==> src/rtl/exc_prio_arbiter.sv <==
module exc_prio_arbiter #(
  parameter int NUM_SRC   = 8,
  parameter int PRIO_BITS = 4,
  parameter int LW        = 10,
  localparam int AW    = $clog2(NUM_SRC + 6),
  localparam int EXC_W = $clog2(16 + NUM_SRC)
) (
  input  logic                 clk,
  input  logic                 rst_n,
  input  logic [2:0]           pend_fixed_i,
  input  logic [NUM_SRC-1:0]   pend_i,
  input  logic signed [LW-1:0] run_level_i,
  input  logic                 exc_exit_i,
  input  logic                 wr_en_i,
  input  logic [AW-1:0]        wr_addr_i,
  input  logic [7:0]           wr_data_i,
  input  logic [AW-1:0]        rd_addr_i,
  output logic [7:0]           rd_data_o,
  output logic [EXC_W-1:0]     win_num_o,
  output logic signed [LW-1:0] win_prio_o,
  output logic                 preempt_o
);
  localparam logic [15:0]          IMPL_W = 16'hFF00 >> PRIO_BITS;
  localparam logic [7:0]           IMPL   = IMPL_W[7:0];
  localparam logic signed [LW-1:0] IDLE   = LW'(256);
  localparam logic [AW-1:0] A_GRP  = AW'(NUM_SRC);
  localparam logic [AW-1:0] A_PM   = AW'(NUM_SRC + 1);
  localparam logic [AW-1:0] A_FM   = AW'(NUM_SRC + 2);
  localparam logic [AW-1:0] A_BASE = AW'(NUM_SRC + 3);
  localparam logic [AW-1:0] A_BMAX = AW'(NUM_SRC + 4);

  logic [7:0] prio_q [NUM_SRC];
  logic [2:0] grp_q;
  logic       pmask_q, fmask_q;
  logic [7:0] base_q;

  wire [7:0] wd_impl = wr_data_i & IMPL;

  function automatic logic signed [LW-1:0] preempt_part(input logic signed [LW-1:0] v,
                                                        input logic [2:0] g);
    logic [LW-1:0] m;
    m = ~((LW'(2) << g) - LW'(1));
    if (v < 0 || v > LW'(255)) return v;
    return $signed($unsigned(v) & m);
  endfunction

  for (genvar i = 0; i < NUM_SRC; i++) begin : g_prio
    always_ff @(posedge clk) begin
      if (!rst_n) prio_q[i] <= '0;
      else if (wr_en_i && wr_addr_i == AW'(i)) prio_q[i] <= wd_impl;
    end
  end

  always_ff @(posedge clk) begin
    if (!rst_n) begin
      grp_q   <= '0;
      pmask_q <= 1'b0;
      fmask_q <= 1'b0;
      base_q  <= '0;
    end else begin
      if (wr_en_i && wr_addr_i == A_GRP) grp_q <= wr_data_i[2:0];
      if (wr_en_i && wr_addr_i == A_PM) pmask_q <= wr_data_i[0];
      if (exc_exit_i) fmask_q <= 1'b0;
      else if (wr_en_i && wr_addr_i == A_FM) fmask_q <= wr_data_i[0];
      if (wr_en_i && wr_addr_i == A_BASE) base_q <= wd_impl;
      else if (wr_en_i && wr_addr_i == A_BMAX && wd_impl != 8'd0 &&
               (base_q == 8'd0 || wd_impl < base_q)) base_q <= wd_impl;
    end
  end

  always_comb begin
    rd_data_o = '0;
    for (int i = 0; i < NUM_SRC; i++)
      if (rd_addr_i == AW'(i)) rd_data_o = prio_q[i];
    if (rd_addr_i == A_GRP)  rd_data_o = {5'd0, grp_q};
    if (rd_addr_i == A_PM)   rd_data_o = {7'd0, pmask_q};
    if (rd_addr_i == A_FM)   rd_data_o = {7'd0, fmask_q};
    if (rd_addr_i == A_BASE || rd_addr_i == A_BMAX) rd_data_o = base_q;
  end

  logic                 found;
  logic [EXC_W-1:0]     best_num;
  logic signed [LW-1:0] best_lvl, cur_lvl, base_lvl;

  always_comb begin
    found    = 1'b0;
    best_num = '0;
    best_lvl = IDLE;
    for (int k = 0; k < 3; k++) begin
      if (pend_fixed_i[k] && (!found || ($signed(LW'(k)) - $signed(LW'(3))) < best_lvl)) begin
        found    = 1'b1;
        best_num = EXC_W'(k + 1);
        best_lvl = $signed(LW'(k)) - $signed(LW'(3));
      end
    end
    for (int i = 0; i < NUM_SRC; i++) begin
      if (pend_i[i] && (!found || $signed({{(LW-8){1'b0}}, prio_q[i]}) < best_lvl)) begin
        found    = 1'b1;
        best_num = EXC_W'(16 + i);
        best_lvl = $signed({{(LW-8){1'b0}}, prio_q[i]});
      end
    end
  end

  always_comb begin
    base_lvl = preempt_part($signed({{(LW-8){1'b0}}, base_q}), grp_q);
    cur_lvl  = preempt_part(run_level_i, grp_q);
    if (base_q != 8'd0 && base_lvl < cur_lvl) cur_lvl = base_lvl;
    if (pmask_q && cur_lvl > 0) cur_lvl = '0;
    if (fmask_q) cur_lvl = '1;
  end

  always_ff @(posedge clk) begin
    if (!rst_n) begin
      win_num_o  <= '0;
      win_prio_o <= IDLE;
      preempt_o  <= 1'b0;
    end else begin
      win_num_o  <= best_num;
      win_prio_o <= best_lvl;
      preempt_o  <= found && (preempt_part(best_lvl, grp_q) < cur_lvl);
    end
  end
endmodule


==> config.mk <==
export PLATFORM = sky130hd
export DESIGN_NAME = exc_prio_arbiter
export DESIGN_NICKNAME = d
export VERILOG_FILES = /design/src/rtl/exc_prio_arbiter.sv
export SDC_FILE = /design/constraint.sdc
export NUM_CORES = 1
export LEC_CHECK = 0
export BUFFER_PORTS_ARGS = -buffer_cell sky130_fd_sc_hd__buf_2
export CAP_MARGIN = 20
export CORE_UTILIZATION = 59
export CTS_CLUSTER_DIAMETER = 30
export DETAILED_ROUTE_END_ITERATION = 7
export GPL_TIMING_DRIVEN = 0
export PLACE_DENSITY = 0.85
export SLEW_MARGIN = 5
export SYNTH_ARGS = -nofsm -noshare
export SYNTH_HDL_FRONTEND = slang
export SYNTH_SLANG_ARGS = --single-unit
==> constraint.sdc <==
create_clock -name clk -period 35.4 [get_ports clk]
set_clock_uncertainty 0.05 [all_clocks]
set_input_delay 5.31 -clock clk [delete_from_list [all_inputs] [get_ports clk]]
set_output_delay 5.31 -clock clk [all_outputs]
set_load 0.01 [all_outputs]
* Word level (Yosys, flattened, before mapping) *
Memories as Yosys holds them, arrays and structs flattened.
Index checks and enable logic that the tools add are counted.

storage, ports and cells
  output and inout port bits = 24
  memories = 1
  word-level logic and storage cells = 217
  RAM bits = 32
  input port bits = 41
  bits in registers = 25

memory list
  name    depth  bits a word  rd ports  clocked after Yosys merged registers in  write ports  line  RTL
  prio_q  8      4            8         0                                        8            32    logic [7:0] prio_q [NUM_SRC];

cells by class
  bitwise gates (word level) = 13
  multiplexer cells = 91
  equal/unequal tests = 24
  shifts and indexed selects = 1
  order comparisons = 18
  reductions and logical operators = 60
  add/sub/neg operators = 1

operators with widths
  operator                                                     number
  2-to-1 mux 10 bit                                            19
  2-to-1 mux 8 bit                                             14
  less-than comparator 9 x 10 -> 1 bit                         8
  2-to-1 mux 5 bit                                             10
  equality test 4 bit, second input constant                   10
  2-to-1 mux 1 bit                                             40
  equality test 4 x 3 -> 1 bit, second input constant          8
  2-to-1 mux 4 bit                                             8
  logical AND 1 bit                                            28
  bitwise AND 10 bit                                           2
  > comparator 10 x 9 -> 1 bit, second input constant          2
  less-than comparator 10 x 1 -> 1 bit, second input constant  2
  less-than comparator 10 bit                                  2
  equality test 4 x 2 -> 1 bit, second input constant          4
  nonzero test 8 bit                                           2
  logical OR 1 bit                                             14
  OR reduction 11 bit                                          1
  bitwise AND 8 x 10 -> 10 bit                                 1
  > comparator 10 x 1 -> 1 bit, second input constant          1
  logical NOT 1 bit                                            10
  less-than comparator 1 x 10 -> 1 bit, first input constant   1
  less-than comparator 2 x 10 -> 1 bit, first input constant   1
  inverter 10 bit                                              1
  left shift 2 x 3 -> 10 bit, first input constant             1
  other kinds (9)                                              18

* Depth between registers and ports, before layout *
Gate-level depths: netlist of run 1.

  depth after elaboration = 49
  mapped depth = 56

* Worst setup path after synthesis of run 1 *
No wires, ideal clock.

  kind = input to register
  start point = input pend_fixed_i[1]
  end point = register preempt_o
  data required time = 35278 ps
  stages = 56
  setup slack = 19713 ps
  data arrival time = 15565 ps
  setup time = 72 ps
  path through = nor3_1 -> inv_1 -> buf_2 -> a21oi_1 -> ha_1 -> o211a_1 -> or4_4 -> a21oi_1 -> nor2_1 -> inv_1 -> ha_1 -> o211ai_1 -> o21a_1 -> o21a_1 -> buf_2 -> o21a_1 -> ha_1 -> a211oi_1 -> [20 not listed] -> o21a_1 -> o311ai_4 -> nand2b_1 -> o22ai_1 -> a21o_1 -> ha_1 -> o21ai_0 -> a21oi_1 -> a2bb2oi_2 -> nand3_4 -> a211o_4 -> a2111oi_4 -> ha_1 -> a21o_1 -> a21o_1 -> a211oi_1 -> o21ai_0 -> mux2i_1

between the ends
  cells in the longest elaborated chain, start to end = 46
  elaborated cells on any way between the ends = 68

RTL lines
  element                                                                               line  RTL
  start, declared                                                                       10    input logic [2:0] pend_fixed_i,
  logical AND 1 bit (*)                                                                 90    if (pend_fixed_i[k] && (!found || ($signed(LW'(k)) - $signed(LW'(3))) < best_lvl)) begin
  2-to-1 mux 10 bit or 2-to-1 mux 1 bit (tied branches)                                 90
  less-than comparator 1 x 10 -> 1 bit or logical NOT 1 bit (tied branches)             90
  logical OR 1 bit                                                                      90
  logical AND 1 bit                                                                     90
  2-to-1 mux 10 bit or 2-to-1 mux 1 bit (tied branches)                                 90
  less-than comparator 9 x 10 -> 1 bit or logical NOT 1 bit (tied branches)             97    if (pend_i[i] && (!found || $signed({{(LW-8){1'b0}}, prio_q[i]}) < best_lvl)) begin
  logical OR 1 bit                                                                      97
  [30 not listed]                                                                       n/a
  named net best_lvl[2]                                                                 83    logic signed [LW-1:0] best_lvl, cur_lvl, base_lvl;
  less-than comparator 10 x 1 -> 1 bit or > comparator 10 x 9 -> 1 bit (tied branches)  43    if (v < 0 || v > LW'(255)) return v;
  logical OR 1 bit                                                                      43
  2-to-1 mux 1 bit                                                                      43
  2-to-1 mux 1 bit                                                                      114   if (!rst_n) begin
  2-to-1 mux 10 bit (*)                                                                 44    return $signed($unsigned(v) & m);
  2-to-1 mux 10 bit (*)                                                                 114
  less-than comparator 10 bit (*)                                                       121   preempt_o <= found && (preempt_part(best_lvl, grp_q) < cur_lvl);
  logical AND 1 bit (*)                                                                 121
  end signal, assigned                                                                  121
  end, declared                                                                         21    output logic preempt_o

The timed path passes the listed nets; every way through them passes the cells marked *. The select of a mux whose other input is x is not followed.
A chain may end at the register's enable or synchronous reset.

* Worst setup path in the final report of run 1 *
Ends and elaborated chain as after synthesis.

==> summary.md, run 1 <==
| Metric | Value |
|---|---|
| Final Hold Fails | `0` |
| Slowest cell on the critical path | `or4_4` |
| Grt ovf | `0` |
| Setup_tns | `0 ns` |
| Logic pwr share | `between 20% and 30%` |
| Syn_area_per_cell | `just under 9 µm²` |
| Sequential group share of total power | `about 46%` |
| Final worst slack | `about 18 ns` |
| CTS Root Buffer Type | `clkbuf_8` |
| Row cnt | `32` |
| Setup Buffers After CTS | `0` |
| CTS clock-pin slew for the worst setup and hold paths | `roughly 0.10 ns` |
| Distinct cell type count after synthesis | `72` |
| Fmax | `~58 MHz` |
| Drt pass-1 iters | `5` |
| Period utilization | `between 40% and 50%` |
| Max Cap Violations | `0` |
| Die X | `slightly above 90 µm` |
| Synthesis Warnings | `0` |
| Overall die height | `approximately 91 µm` |
| Synth Cell Area | `between 4000 and 5000 µm²` |
| DP Area | `about 5000 µm²` |
| Die area | `between 8000 and 9000 µm²` |
| CP arrival | `approximately 17 ns` |
| Clk sinks | `54` |
| Vias in the first global route | `4278` |
| Crit path time final | `17.23 ns` |
| GRT Overall Usage | `a little under a third` |
| Synth Flop Type | `edfxtp_1` |
| WP data required | `between 30 and 40 ns` |
| H-Tree Depth | `2` |
| FF+latch count, synth | `54` |
| Worst-Margin Slew | `~0.9 ns` |
| Leak Pwr | `2.28 nW` |
| Worst IR Drop VDD | `0.0205 mV` |
| DR iter-0 viols | `359` |
| Internal power | `0.112 mW` |
| Fraction of layout cells with a size suffix above 1 | `roughly a fifth` |
| Worst Hold Class | `reg2reg` |
| Sw frac | `between 30% and 40%` |
| Final Max Slew Viols | `0` |
| R2r setup slk | `roughly 24 ns` |
| Crit path buf inv count | `7` |
| Largest net degree at the start of global routing | `17` |
| ANT cells | `0` |
| Final Cell Area | `approximately 5200 µm²` |
| Post-place setup slack | `roughly 18 ns` |
| Clk_lat worst skew | `0.30 ns` |
| WS Path Type | `in2reg` |
| DRC violations left | `0` |
| Max_slew headroom | `about 40%` |
| CP most frequent cell | `ha_1` |
| Io pins | `65` |
| RSZ-0062 raised after global routing | `false` |
| CP Launch Type | `input pin` |
| Final ANT Viol Nets | `0` |
| Cell count after placement | `just under 700` |
| First-pass GRT wire length | `roughly 21000 µm` |
| Fin cells | `roughly 700` |
| Post-synth ARST share | `0%` |
| Final Hold Slack | `between 0.4 and 0.5 ns` |
| Setup crit end kind | `register` |
| GPL Wtd Cong | `0.975` |
| Psw | `between 0.05 and 0.06 mW` |
| # fillers | `around 630` |
| Starting density of the core | `~61%` |
| Via count | `4468` |
| Seq/Total Area, Yosys | `29.8%` |
| Final Setup Violations | `0` |
| Post-CTS Resized | `0` |
| Register area | `1400 µm²` |
| Core Area | `7730 µm²` |
| Clock network fraction of design power | `25.9%` |
| Multi-input gate area | `roughly 3000 µm²` |
| Power Total | `~0.16 mW` |
| Worst Path Max Fanout | `12` |
| Detail Placement HPWL | `around 10000 µm` |
| Mapped Cells | `~530` |
| Hold Buf Count CTS | `0` |
| Critical path's largest stage delay | `about 0.55 ns` |
| Port-buffer cells | `59` |
| TritonCTS clock tree | `built` |
| CP top delay family | `compound AO/OA/AOI/OAI gates` |
| Area Growth Syn to Fin | `11.4%` |
| Power Dens Cells | `approximately 31 nW/µm²` |
| Num CTS Buffers | `5` |
| Post-synth EDFFs | `32` |
| Status | `finished clean` |
| Vias per Instance | `approximately 6.4` |
| Final WL | `12800 µm` |
| WL/cell | `18.4 µm` |
| Nets | `between 600 and 700` |
| Final core utilization | `approximately two thirds` |
| Initial antenna violation count | `0` |
| Clk buf depth | `2` |
[final timing paths]
kind | start | to | depth (start not counted)
max reg2reg | prio_q[0][0]$_SDFFCE_PN0P_ | preempt_o$_SDFF_PN0_ | 53
min | base_q[4]$_SDFFE_PN0P_ | base_q[4]$_SDFFE_PN0P_ | 2
min reg2reg | base_q[4]$_SDFFE_PN0P_ | base_q[4]$_SDFFE_PN0P_ | 2
max | pend_fixed_i[1] | preempt_o$_SDFF_PN0_ | 57
[registers in the layout, indices dropped and copies added (netlist names)]
register,count
fmask_q,1
win_num_o,4
base_q,4
pmask_q,1
win_prio_o,8
grp_q,3
preempt_o,1
prio_q,32
[power groups by stage]
stage,Combinational [mW],Sequential [mW],Clock (mW)
after floorplan,0.0311,0.0745,0
after global placement,0.0438,0.0751,0
after detailed placement,0.0454,0.0752,0
after CTS,0.0458,0.0738,0.0427
after global routing,0.0514,0.0743,0.0443
final,0.0465,0.0740,0.0421
[placed cells by master, fill, tap and decap left out, types with 5 or more instances in the layout]
master	n
o211ai_1	11
and2_1	38
clkbuf_8	5
nor3_1	9
o21a_1	11
clkbuf_1	16
buf_2	62
a211oi_1	7
mux2i_1	11
nand2b_1	10
a221oi_1	6
nor2_1	41
a31oi_1	7
a21bo_2	5
a21oi_1	29
o22ai_1	13
nand3_1	12
o21ai_0	36
ha_1	44
or2_2	8
a21o_1	12
nand2_1	29
edfxtp_1	32
dfxtp_1	22
inv_1	31
[worst min-delay path: cells and delay by family (launching register included)]
family,cells,cell delay [ns]
simple gates,1,0.08
flops,1,0.36
compound gates,1,0.05
[cell usage after synthesis, types with 7 or more instances]
cell type / number / area, µm²
ha_1: 44 / 551
nor2_1: 41 / 154
and2_1: 38 / 238
o21ai_0: 36 / 180
edfxtp_1: 32 / 961
inv_1: 31 / 116
a21oi_1: 29 / 145
nand2_1: 29 / 109
dfxtp_1: 22 / 440
clkbuf_1: 15 / 56.3
o22ai_1: 13 / 81.3
a21o_1: 12 / 90.1
nand3_1: 12 / 60.1
mux2i_1: 11 / 110
o211ai_1: 11 / 82.6
o21a_1: 11 / 82.6
nand2b_1: 10 / 62.6
nor3_1: 9 / 45.0
or2_2: 8 / 50.1
a211oi_1: 7 / 52.6
a31oi_1: 7 / 43.8
[metal layers]
| metal | GRT usage [%] | wire length [µm] |
|---|---|---|
| met5 | 0 | 0 |
| met4 | 14.3 | 468 |
| met3 | 4.77 | 1040 |
| met2 | 52.0 | 5810 |
| met1 | 40.1 | 5480 |
[logic make-up (layout without fill, tap and decap cells)]
group                    count (synthesis)  after routing  share of synthesized area (%)
flip-flops                              54             54                           29.8
AND/OR/NAND/NOR                        177            177                           20.4
AO/OA/AOI/OAI                          179            179                           28.3
multiplexers                            15             15                           4.26
buffers and inverters                   57            124                           5.43
other                                    1              2                         0.0798
adder cells (fa/ha/maj)                 44             44                           11.7
[final cells by class]
cell class | count | share of cell area (%)
timing repair buffer | 59 | 5.64
buffer | 26 | 2.65
clock buffer | 6 | 1.39
multi-input combinational | 417 | 58.2
tap | 102 | 2.44
inverter | 31 | 2.22
sequential | 54 | 26.8
clock inverter | 2 | 0.717
No activity file was read; power rests on OpenSTA's default activity.
==> run 2: changes to the inputs <==
Settings changed: CORE_UTILIZATION 59 to 53, PLACE_DENSITY 0.85 to 0.8.
Clock period 35.4 ns to 15.7 ns, I/O delays scaled along.
==> summary.md, run 2 (synthesis gave the netlist of run 1 again) <==
| Metric | Value |
|---|---|
| Most common cell after layout, fill and taps aside | `buf_2` |
| Fraction of layout cells with a size suffix above 1 | `19.5% (+0.17 points)` |
| Power Total | `0.371 mW (+130%)` |
| GPL Wtd Cong | `0.981 (+0.61%)` |
| Max_slew headroom | `41.5% (+1.4 points)` |
| Overall die height | `96.2 µm (+5.4%)` |
| CP Launch Type | `input pin` |
| Final Setup Violations | `0 (unchanged)` |
| Most frequent cells in the layout | `62 x buf_2, 44 x ha_1, 41 x nor2_1, 38 x and2_1, 36 x o21ai_0` |
| Io pins | `65 (unchanged)` |
| Port-buffer cells | `59 (unchanged)` |
| First-pass GRT wire length | `21000 µm (+2.3%)` |
| Worst Path Max Fanout | `12 (unchanged)` |
| Worst IR Drop VDD | `0.0443 mV (+120%)` |
| TritonCTS clock tree | `built` |
| Critical path's largest stage delay | `0.56 ns (about the same)` |
| Final Hold Fails | `0 (unchanged)` |
| Final Max Slew Viols | `0 (unchanged)` |
| Top reg by flops | `prio_q` |
| CTS Root Buffer Type | `clkbuf_8` |
| CP most frequent cell | `ha_1` |
| Period utilization | `approximately nine tenths` |
| Status | `finished clean` |
| Worst Hold Class | `reg2reg` |
| Largest net degree at the start of global routing | `19 (+2)` |
| Die X | `96.2 µm (+5.4%)` |
| CTS clock-pin slew for the worst setup and hold paths | `0.11 ns (about the same)` |
| Clk_lat worst skew | `0.31 ns (about the same)` |
| Detail Placement HPWL | `10900 µm (+5.8%)` |
| Grt ovf | `0 (unchanged)` |
| Clk sinks | `54 (unchanged)` |
| Fmax | `roughly 71 MHz` |
| Vias in the first global route | `4063 (-5.0%)` |
| DRC violations left | `0 (unchanged)` |
| Setup Buffers After CTS | `0 (unchanged)` |
| H-Tree Depth | `2 (unchanged)` |
| Slowest cell on the critical path | `or4_4` |
| Final Hold Slack | `0.472 ns (-0.0150 ns)` |
| Post-CTS Resized | `0 (unchanged)` |
| Setup crit end kind | `register` |
| GRT Overall Usage | `30.6% (-0.67 points)` |
| Via count | `4399 (-1.5%)` |
| DR iter-0 viols | `303 (-16%)` |
| CP arrival | `14.34 ns (-3.08 ns)` |
| Final WL | `13600 µm (+6.5%)` |
| WS Path Type | `in2reg` |
| Core Area | `8380 µm² (+8.5%)` |
| Row cnt | `33 (+3.1%)` |
| Drt pass-1 iters | `5 (unchanged)` |
| Max FFs per register | `32 (unchanged)` |
| # fillers | `736 (+16%)` |
| Nets | `679 (unchanged)` |
| Num CTS Buffers | `5 (unchanged)` |
| Worst-Margin Slew | `0.856 ns (-0.0205 ns)` |
| Power Dens Cells | `70.7 nW/µm² (+130%)` |
| WP data required | `15.88 ns (-19.71 ns)` |
| Starting density of the core | `56.1% (-4.7 points)` |
| Max Cap Violations | `0 (unchanged)` |
| Final ANT Viol Nets | `0 (unchanged)` |
| Leak Pwr | `2.29 nW (+0.32%)` |
| Die area | `9250 µm² (+11%)` |
| Setup_tns | `0 ns (unchanged)` |
| Area Growth Syn to Fin | `11.6%` |
| Crit path time final | `14.16 ns` |
| Vias per Instance | `6.28 (-2.0%)` |
| ANT cells | `0 (unchanged)` |
| Hold Buf Count CTS | `0 (unchanged)` |
| WL/cell | `19.5 µm (+6.0%)` |
| Clk buf depth | `2 (unchanged)` |
| Leading registers by flop count | `prio_q: 32 flops, win_prio_o: 8 flops` |
| Initial antenna violation count | `0 (unchanged)` |
| RSZ-0062 raised after global routing | `false` |
[run 2: cell types whose count changed in the layout (fill, tap and decap cells not counted), sizes merged]
cell	delta
clkbuf	-1
clkinv	+1
clkinvlp	-1
inv	+1
[run 2: worst paths after layout]
| check | startpoint | to | slack, ns | depth (start not counted) |
|---|---|---|---|---|
| setup / recovery | pend_fixed_i[1] | preempt_o$_SDFF_PN0_ | 1.54 | 57 |
| hold / removal | base_q[5]$_SDFFE_PN0P_ | base_q[5]$_SDFFE_PN0P_ | 0.47 | 2 |
| setup reg to reg | prio_q[0][0]$_SDFFCE_PN0P_ | preempt_o$_SDFF_PN0_ | 3.92 | 53 |
| hold reg to reg | base_q[5]$_SDFFE_PN0P_ | base_q[5]$_SDFFE_PN0P_ | 0.47 | 2 |
[run 2: metal layers]
metal	routed length, µm	global-route usage (%)	vias to the layer above	part of all wire (%)
li1	-	-	2120	-
met1	6320	44.4	2056	46
met2	6090	47.1	197	45
met3	896	3.48	26	6.6
met4	307	10.2	0	2.3
met5	0	0	-	0
[run 2: critical path, delay by kind of cell]
kind	cells	cell delay, ns
muxes	1	0.15
AOI/OAI and AO/OA	33	6.91
adders and majority gates	8	1.89
buffers and inverters	7	1.09
and+or+nand+nor	8	1.90
[run 2: stage by stage]
stage / util (%) / std cells / area, µm² / worst slack (ns)
finish: 62.6 / 700 / 5250 / 1.54
global route: 62.6 / 700 / 5250 / 0.855
CTS: 62.6 / 700 / 5250 / 1.70
detailed placement: 61.2 / 692 / 5130 / 1.45
global placement: 61.2 / 692 / 5130 / 1.45
floorplan: - / 528 / 4700 / 2.97
[run 2: where the power goes]
group	switching, mW	total [mW]	internal, mW
clock network	0.0499	0.0984	0.0485
registers	0.00875	0.168	0.159
logic	0.0603	0.105	0.0448
[run 2: final cells by class]
cell class / instances / area [µm²] / share of cell area [%]
clock buffers: 5 / 68.8 / 1.31
repair buffers: 59 / 295 / 5.63
multi-input cells: 417 / 3050 / 58.1
inverters: 31 / 116 / 2.22
plain buffers: 26 / 139 / 2.65
well taps: 105 / 131 / 2.50
flip-flops and latches: 54 / 1400 / 26.7
clock inverters: 3 / 47.5 / 0.906
